**src/rtl/nfa_pkg.sv**
```systemverilog
package nfa_pkg;
  typedef enum logic [1:0] {
    BR_COND = 2'd0,
    BR_JUMP = 2'd1,
    BR_CALL = 2'd2,
    BR_RET  = 2'd3
  } br_kind_e;
endpackage

```
**src/rtl/nfa_target_buf.sv**
```systemverilog
module nfa_target_buf
  import nfa_pkg::*;
#(
  parameter int PC_W  = 32,
  parameter int IDX_W = 4
) (
  input  logic                   clk,
  input  logic                   rst,
  input  logic [PC_W-1:0]        rd_pc,
  output logic                   rd_hit,
  output br_kind_e               rd_kind,
  output logic [PC_W-1:0]        rd_tgt,
  input  logic                   wr_en,
  input  logic [PC_W-1:0]        wr_pc,
  input  br_kind_e               wr_kind,
  input  logic [PC_W-1:0]        wr_tgt,
  output logic [(1<<IDX_W)-1:0]  vld_vec
);
  localparam int N = 1 << IDX_W;

  logic [PC_W-1:0] tag_mem  [N];
  logic [PC_W-1:0] tgt_mem  [N];
  br_kind_e        kind_mem [N];
  logic [N-1:0]    vld_q;

  logic [IDX_W-1:0] rd_idx, wr_idx;
  assign rd_idx = rd_pc[IDX_W+1:2];
  assign wr_idx = wr_pc[IDX_W+1:2];

  // data arrays: no reset, single write port, asynchronous read
  always_ff @(posedge clk) begin
    if (wr_en) begin
      tag_mem[wr_idx]  <= wr_pc;
      tgt_mem[wr_idx]  <= wr_tgt;
      kind_mem[wr_idx] <= wr_kind;
    end
  end

  always_ff @(posedge clk) begin
    if (rst)        vld_q <= '0;
    else if (wr_en) vld_q[wr_idx] <= 1'b1;
  end

  assign rd_hit  = vld_q[rd_idx] && (tag_mem[rd_idx] == rd_pc);
  assign rd_kind = kind_mem[rd_idx];
  assign rd_tgt  = tgt_mem[rd_idx];
  assign vld_vec = vld_q;
endmodule

```
**src/rtl/nfa_dir_table.sv**
```systemverilog
module nfa_dir_table #(
  parameter int PC_W  = 32,
  parameter int IDX_W = 6
) (
  input  logic            clk,
  input  logic            rst,
  input  logic [PC_W-1:0] rd_pc,
  output logic            rd_taken,
  input  logic            wr_en,
  input  logic [PC_W-1:0] wr_pc,
  input  logic            wr_taken
);
  localparam int N = 1 << IDX_W;
  localparam logic [1:0] CTR_INIT = 2'd1;

  logic [1:0]       ctr_q [N];
  logic [IDX_W-1:0] rd_idx, wr_idx;
  logic [1:0]       cur, nxt;

  assign rd_idx = rd_pc[IDX_W+1:2];
  assign wr_idx = wr_pc[IDX_W+1:2];
  assign cur    = ctr_q[wr_idx];

  always_comb begin
    nxt = cur;
    if (wr_taken && cur != 2'd3)       nxt = cur + 2'd1;
    else if (!wr_taken && cur != 2'd0) nxt = cur - 2'd1;
  end

  always_ff @(posedge clk) begin
    if (rst) begin
      for (int i = 0; i < N; i++) ctr_q[i] <= CTR_INIT;
    end else if (wr_en) begin
      ctr_q[wr_idx] <= nxt;
    end
  end

  assign rd_taken = ctr_q[rd_idx][1];
endmodule

```
**src/rtl/nfa_ret_stack.sv**
```systemverilog
module nfa_ret_stack #(
  parameter int PC_W  = 32,
  parameter int DEPTH = 32
) (
  input  logic                           clk,
  input  logic                           rst,
  input  logic                           push,
  input  logic [PC_W-1:0]                push_addr,
  input  logic                           pop,
  output logic                           top_valid,
  output logic [PC_W-1:0]                top_addr,
  output logic [$clog2(DEPTH+1)-1:0]     count
);
  localparam int PTR_W = $clog2(DEPTH);
  localparam int CNT_W = $clog2(DEPTH+1);
  localparam logic [PTR_W-1:0] LAST = PTR_W'(DEPTH-1);
  localparam logic [CNT_W-1:0] FULL = CNT_W'(DEPTH);

  logic [PC_W-1:0]  mem [DEPTH];
  logic [PTR_W-1:0] sp_q, top_idx, sp_inc;
  logic [CNT_W-1:0] cnt_q;

  assign sp_inc  = (sp_q == LAST) ? '0 : sp_q + 1'b1;
  assign top_idx = (sp_q == '0) ? LAST : sp_q - 1'b1;

  always_ff @(posedge clk) begin
    if (push) mem[sp_q] <= push_addr;
  end

  always_ff @(posedge clk) begin
    if (rst) begin
      sp_q  <= '0;
      cnt_q <= '0;
    end else if (push) begin
      sp_q <= sp_inc;
      if (cnt_q != FULL) cnt_q <= cnt_q + 1'b1;
    end else if (pop && cnt_q != '0) begin
      cnt_q <= cnt_q - 1'b1;
      sp_q  <= (cnt_q == CNT_W'(1)) ? '0 : top_idx;
    end
  end

  assign top_valid = (cnt_q != '0);
  assign top_addr  = mem[top_idx];
  assign count     = cnt_q;
endmodule

```
**src/rtl/nfa_predictor.sv**
```systemverilog
module nfa_predictor
  import nfa_pkg::*;
#(
  parameter int PC_W       = 32,
  parameter int BTB_IDX_W  = 4,
  parameter int BHT_IDX_W  = 6,
  parameter int RAS_DEPTH  = 32
) (
  input  logic            clk,
  input  logic            rst,
  input  logic [PC_W-1:0] fetch_pc,
  output logic            pred_taken,
  output logic [PC_W-1:0] pred_next,
  input  logic            upd_valid,
  input  logic [PC_W-1:0] upd_pc,
  input  logic [1:0]      upd_kind,
  input  logic            upd_taken,
  input  logic [PC_W-1:0] upd_target
);
  localparam int BTB_N = 1 << BTB_IDX_W;
  localparam int CNT_W = $clog2(RAS_DEPTH+1);
  localparam logic [PC_W-1:0] STEP = PC_W'(4);

  br_kind_e         ukind;
  logic             hit, dir_t, ras_ok;
  br_kind_e         hkind;
  logic [PC_W-1:0]  htgt, ras_top;
  logic [BTB_N-1:0] btb_vld;
  logic [CNT_W-1:0] ras_cnt;

  assign ukind = br_kind_e'(upd_kind);

  nfa_target_buf #(.PC_W(PC_W), .IDX_W(BTB_IDX_W)) u_btb (
    .clk(clk), .rst(rst),
    .rd_pc(fetch_pc), .rd_hit(hit), .rd_kind(hkind), .rd_tgt(htgt),
    .wr_en(upd_valid && upd_taken), .wr_pc(upd_pc), .wr_kind(ukind),
    .wr_tgt(upd_target), .vld_vec(btb_vld)
  );

  nfa_dir_table #(.PC_W(PC_W), .IDX_W(BHT_IDX_W)) u_bht (
    .clk(clk), .rst(rst),
    .rd_pc(fetch_pc), .rd_taken(dir_t),
    .wr_en(upd_valid && ukind == BR_COND), .wr_pc(upd_pc),
    .wr_taken(upd_taken)
  );

  nfa_ret_stack #(.PC_W(PC_W), .DEPTH(RAS_DEPTH)) u_ras (
    .clk(clk), .rst(rst),
    .push(upd_valid && ukind == BR_CALL), .push_addr(upd_pc + STEP),
    .pop(upd_valid && ukind == BR_RET),
    .top_valid(ras_ok), .top_addr(ras_top), .count(ras_cnt)
  );

  logic            take;
  logic [PC_W-1:0] tgt;

  always_comb begin
    take = 1'b0;
    tgt  = htgt;
    if (hit) begin
      unique case (hkind)
        BR_COND: take = dir_t;
        BR_JUMP,
        BR_CALL: take = 1'b1;
        BR_RET: begin
          take = ras_ok;
          tgt  = ras_top;
        end
        default: take = 1'b0;
      endcase
    end
  end

  assign pred_taken = take;
  assign pred_next  = take ? tgt : fetch_pc + STEP;
endmodule

```
**config.mk**
```make
export PLATFORM = sky130hd
export DESIGN_NAME = nfa_predictor
export DESIGN_NICKNAME = d
export VERILOG_FILES = /design/src/rtl/nfa_pkg.sv /design/src/rtl/nfa_target_buf.sv /design/src/rtl/nfa_dir_table.sv /design/src/rtl/nfa_ret_stack.sv /design/src/rtl/nfa_predictor.sv
export SDC_FILE = /design/constraint.sdc
export NUM_CORES = 2
export LEC_CHECK = 0
export ABC_AREA = 1
export ABC_CLOCK_PERIOD_IN_PS = 4150
export BUFFER_PORTS_ARGS = -buffer_cell sky130_fd_sc_hd__clkbuf_2
export CORE_UTILIZATION = 30
export DETAILED_ROUTE_END_ITERATION = 6
export SETUP_SLACK_MARGIN = 0.2
export SLEW_MARGIN = 20
export SYNTH_ARGS = -nofsm -noshare
export SYNTH_HDL_FRONTEND = slang
export SYNTH_SLANG_ARGS = --single-unit
```
**constraint.sdc**
```tcl
create_clock -name clk -period 4.15 [get_ports clk]
set_input_delay 0.2075 -clock clk [delete_from_list [all_inputs] [get_ports clk]]
set_output_delay 0.2075 -clock clk [all_outputs]
set_load 0.005 [all_outputs]
```
==> metrics.txt <==
status=complete, no violations; share of cells above drive strength 1=0.1239; GPL Wtd Cong=0.9140; wl on met1=123900 um; commonest cells in the netlist=2208 x edfxtp_1, 1769 x nand2_1, 1027 x nor2_1, 729 x nand3_1, 710 x o21ai_0; first-pass GRT wire length=442400 um; crit path DAT=3.92 ns; share of the synthesized area in the top cell type=0.6979; row cnt=between 200 and 250; CTS Sinks=2235; Layout Skew=0.03467 ns; initial cell density of the core=0.3017; Pre-antenna DRT Iters=6; Finished Cell Area=approximately 110000 sq um; worst slew pin tran=1.131 ns; Reg clk slew, reported paths=0.06 ns; synthesized cell area=95010 sq um; IO Pins=135; total length of routed met2 wires=around 140000 um; TNS Setup=0 ns; max layer used=met5; antenna violations before repair=25; Syn Inst Count=8390; Synth Register Bits=about 2200; drt initial violations=8930; Via density=5.231; vias in the first global route=about 64000; GRT Overall Usage=0.1886; DR WL/cell=between 20 and 25 um; worst setup path class=flop to output port; Area after DPL=102500 sq um; min cycle time layout=4.127 ns; PwrDens=459.8 nW/um^2; final worst-path cycle share=0.9945; YS warnings=0; CORE AREA=315000 sq um; Pwr Total=51.47 mW; Worst EP required=slightly below 4 ns; Port Buf Inserts=134; most common cell in the synthesized netlist=edfxtp_1; CTS tree=yes; Clk pwr share=0.386; Max clock buf depth=3; NetSw=13.43 mW; Comb pwr share=0.126; sequential share of the synthesized area=0.7035; routed vias=68060; HPWL Detailed=171300 um; DR DRC count=0; Final Hold Fails=0; ys flop type=edfxtp_1; RSZ-0062 raised after global routing=true; total congestion overflow=0; leakage power=just under 40 nW; mean post-synth cell area=11.32 sq um; internal power=38.04 mW; Final setup viols=0; Syn Nets=~8500; Peak supply drop=roughly 0.00043 V; die footprint=319000 sq um; largest net degree at the start of global routing=just under 200; Final ANT Viol Nets=0; critical path launch point type=flop; Fin Hold WS=0.07284 ns; cell taking the most area after synthesis=edfxtp_1; die height=564.8 um; Die W=564.8 um; clock tree root driver cell=clkbuf_16; fmax=242.3 MHz; # nets final=8774; Area contributors post-synth=edfxtp_1 70%, nand2_1 7.0%, nor2_1 4.1%; Worst-Skew Late Latency=0.89 ns; Sw Ratio=0.2609; P&R area growth vs syn=17.81%; endpoint type of the worst setup path=output port; Post-synth EDFFs=2208; H-tree depth=4; ys async rst share=0; met3 WL=31930 um; worst min path class=input port to flop; Reg power frac=0.487; maxcap violations=0; Yosys cell types=46; Rel. slew slack=0.2460; Core Util, Final=0.3554; Slew Limit Fails=0; CP Max Fanout=5; drt total wl=309500 um; cts bufs inserted=224; Fill cells=30430
## per-layer routing
metal  track usage  vias to the layer above
li1              -                    29860
met4       0.06892                       12
met3       0.03471                      630
met1        0.2558                    33700
met5             0                        -
met2        0.3008                     3866
## cell usage in the layout (no fill, tap or decap), types with 20 or more instances in the layout
cell / instances
buf_4: 208
nand3_2: 30
nor2_1: 965
xor2_1: 28
o211ai_1: 211
edfxtp_1: 2208
o21ai_1: 28
nand3_1: 700
clkbuf_2: 111
nor2_4: 52
o22ai_1: 138
clkinv_2: 36
clkbuf_1: 62
clkbuf_16: 226
dfxtp_1: 25
a21oi_1: 30
dlygate4sd3_1: 65
nand2_1: 1735
o221ai_1: 58
buf_12: 76
nand3b_1: 78
nand2_2: 26
or2_2: 95
clkinv_1: 59
nand4_1: 20
o21ai_0: 698
inv_1: 561
## through the flow
stage	setup WS, ns	cells
after global routing	-0.1872	13010
after floorplan	0.09367	8390
final	0.02286	13010
after detailed placement	0.07111	12480
after global placement	0.06906	12480
after CTS	0.03475	13000
## timing repair
item	CTS	global route
hold buffers	65	0
hold endpoints to repair	1041	0
pin swaps	15	28
setup buffers	24	1
gates cloned	19	2
endpoints found under the setup margin	33	65
gates resized for setup	127	73
## path summary, 6_finish.rpt
| check | from | endpoint | slack [ns] | cells past startpoint |
|---|---|---|---|---|
| setup / recovery | u_btb.kind_mem[6][1] | pred_next[11] | 0.02 | 20 |
| hold / removal | upd_valid | u_bht.ctr_q[50][0] | 0.07 | 6 |
| hold reg to reg | u_btb.vld_vec[10] | u_btb.vld_vec[10] | 0.47 | 2 |
| setup reg to reg | u_ras.sp_q[0] | u_ras.mem[21][12] | 1.08 | 7 |
## power groups by stage
| stage | Sequential [mW] | Combinational [mW] | Clock (mW) |
|---|---|---|---|
| 2_1_floorplan | 25.6 | 3.29 | 0 |
| 3_3_place_gp | 25.6 | 5.81 | 0 |
| 3_5_place_dp | 25.6 | 5.90 | 0 |
| 4_1_cts | 25.1 | 6.39 | 20.1 |
| 5_1_grt | 25.1 | 6.95 | 20.9 |
| 6_report | 25.1 | 6.51 | 19.9 |
## sequential cells by signal, summed over array words and instances, names as in the netlist
| register | count |
|---|---|
| u_ras.mem | 1024 |
| u_btb.tag_mem | 512 |
| u_btb.tgt_mem | 512 |
| u_bht.ctr_q | 128 |
| u_btb.kind_mem | 32 |
| u_btb.vld_vec | 16 |
| u_ras.count | 6 |
| u_ras.sp_q | 5 |
## cell type report
class	instances	area, sq um	area share
Timing Repair inverter	2	17.52	0.0001565
Multi-Input combinational cell	5056	24750	0.2211
Inverter	601	2338	0.02089
Tap cell	4160	5205	0.04650
Antenna cell	6	15.01	0.0001341
Timing Repair Buffer	533	5624	0.05024
Clock inverter	127	1226	0.01095
Sequential cell	2235	66850	0.5972
Clock buffer	291	5907	0.05277
## critical path: stages (launching register included)
cell	delay, ns
edfxtp_1	0.32
o21ai_0	0.09
o221ai_1	0.32
a31oi_4	0.16
inv_1	0.09
ha_2	0.21
nand2_1	0.07
nand2_2	0.10
nand3_2	0.10
nor2_4	0.18
nand3_2	0.08
nor2_2	0.11
nand2_1	0.07
nor2_2	0.15
nand3_4	0.11
nor2_4	0.21
buf_12	0.20
clkbuf_16	0.22
nand2_2	0.05
nand2_1	0.07
clkbuf_2	0.11
## kinds of logic after synthesis
family	synth area share
XOR/XNOR	0.005162
AND/OR/NAND/NOR	0.1656
adder cells (fa/ha/maj)	0.002502
buffers and inverters	0.04787
AO/OA/AOI/OAI	0.07537
flip-flops	0.7035
Power figures use the tool's default switching activity.
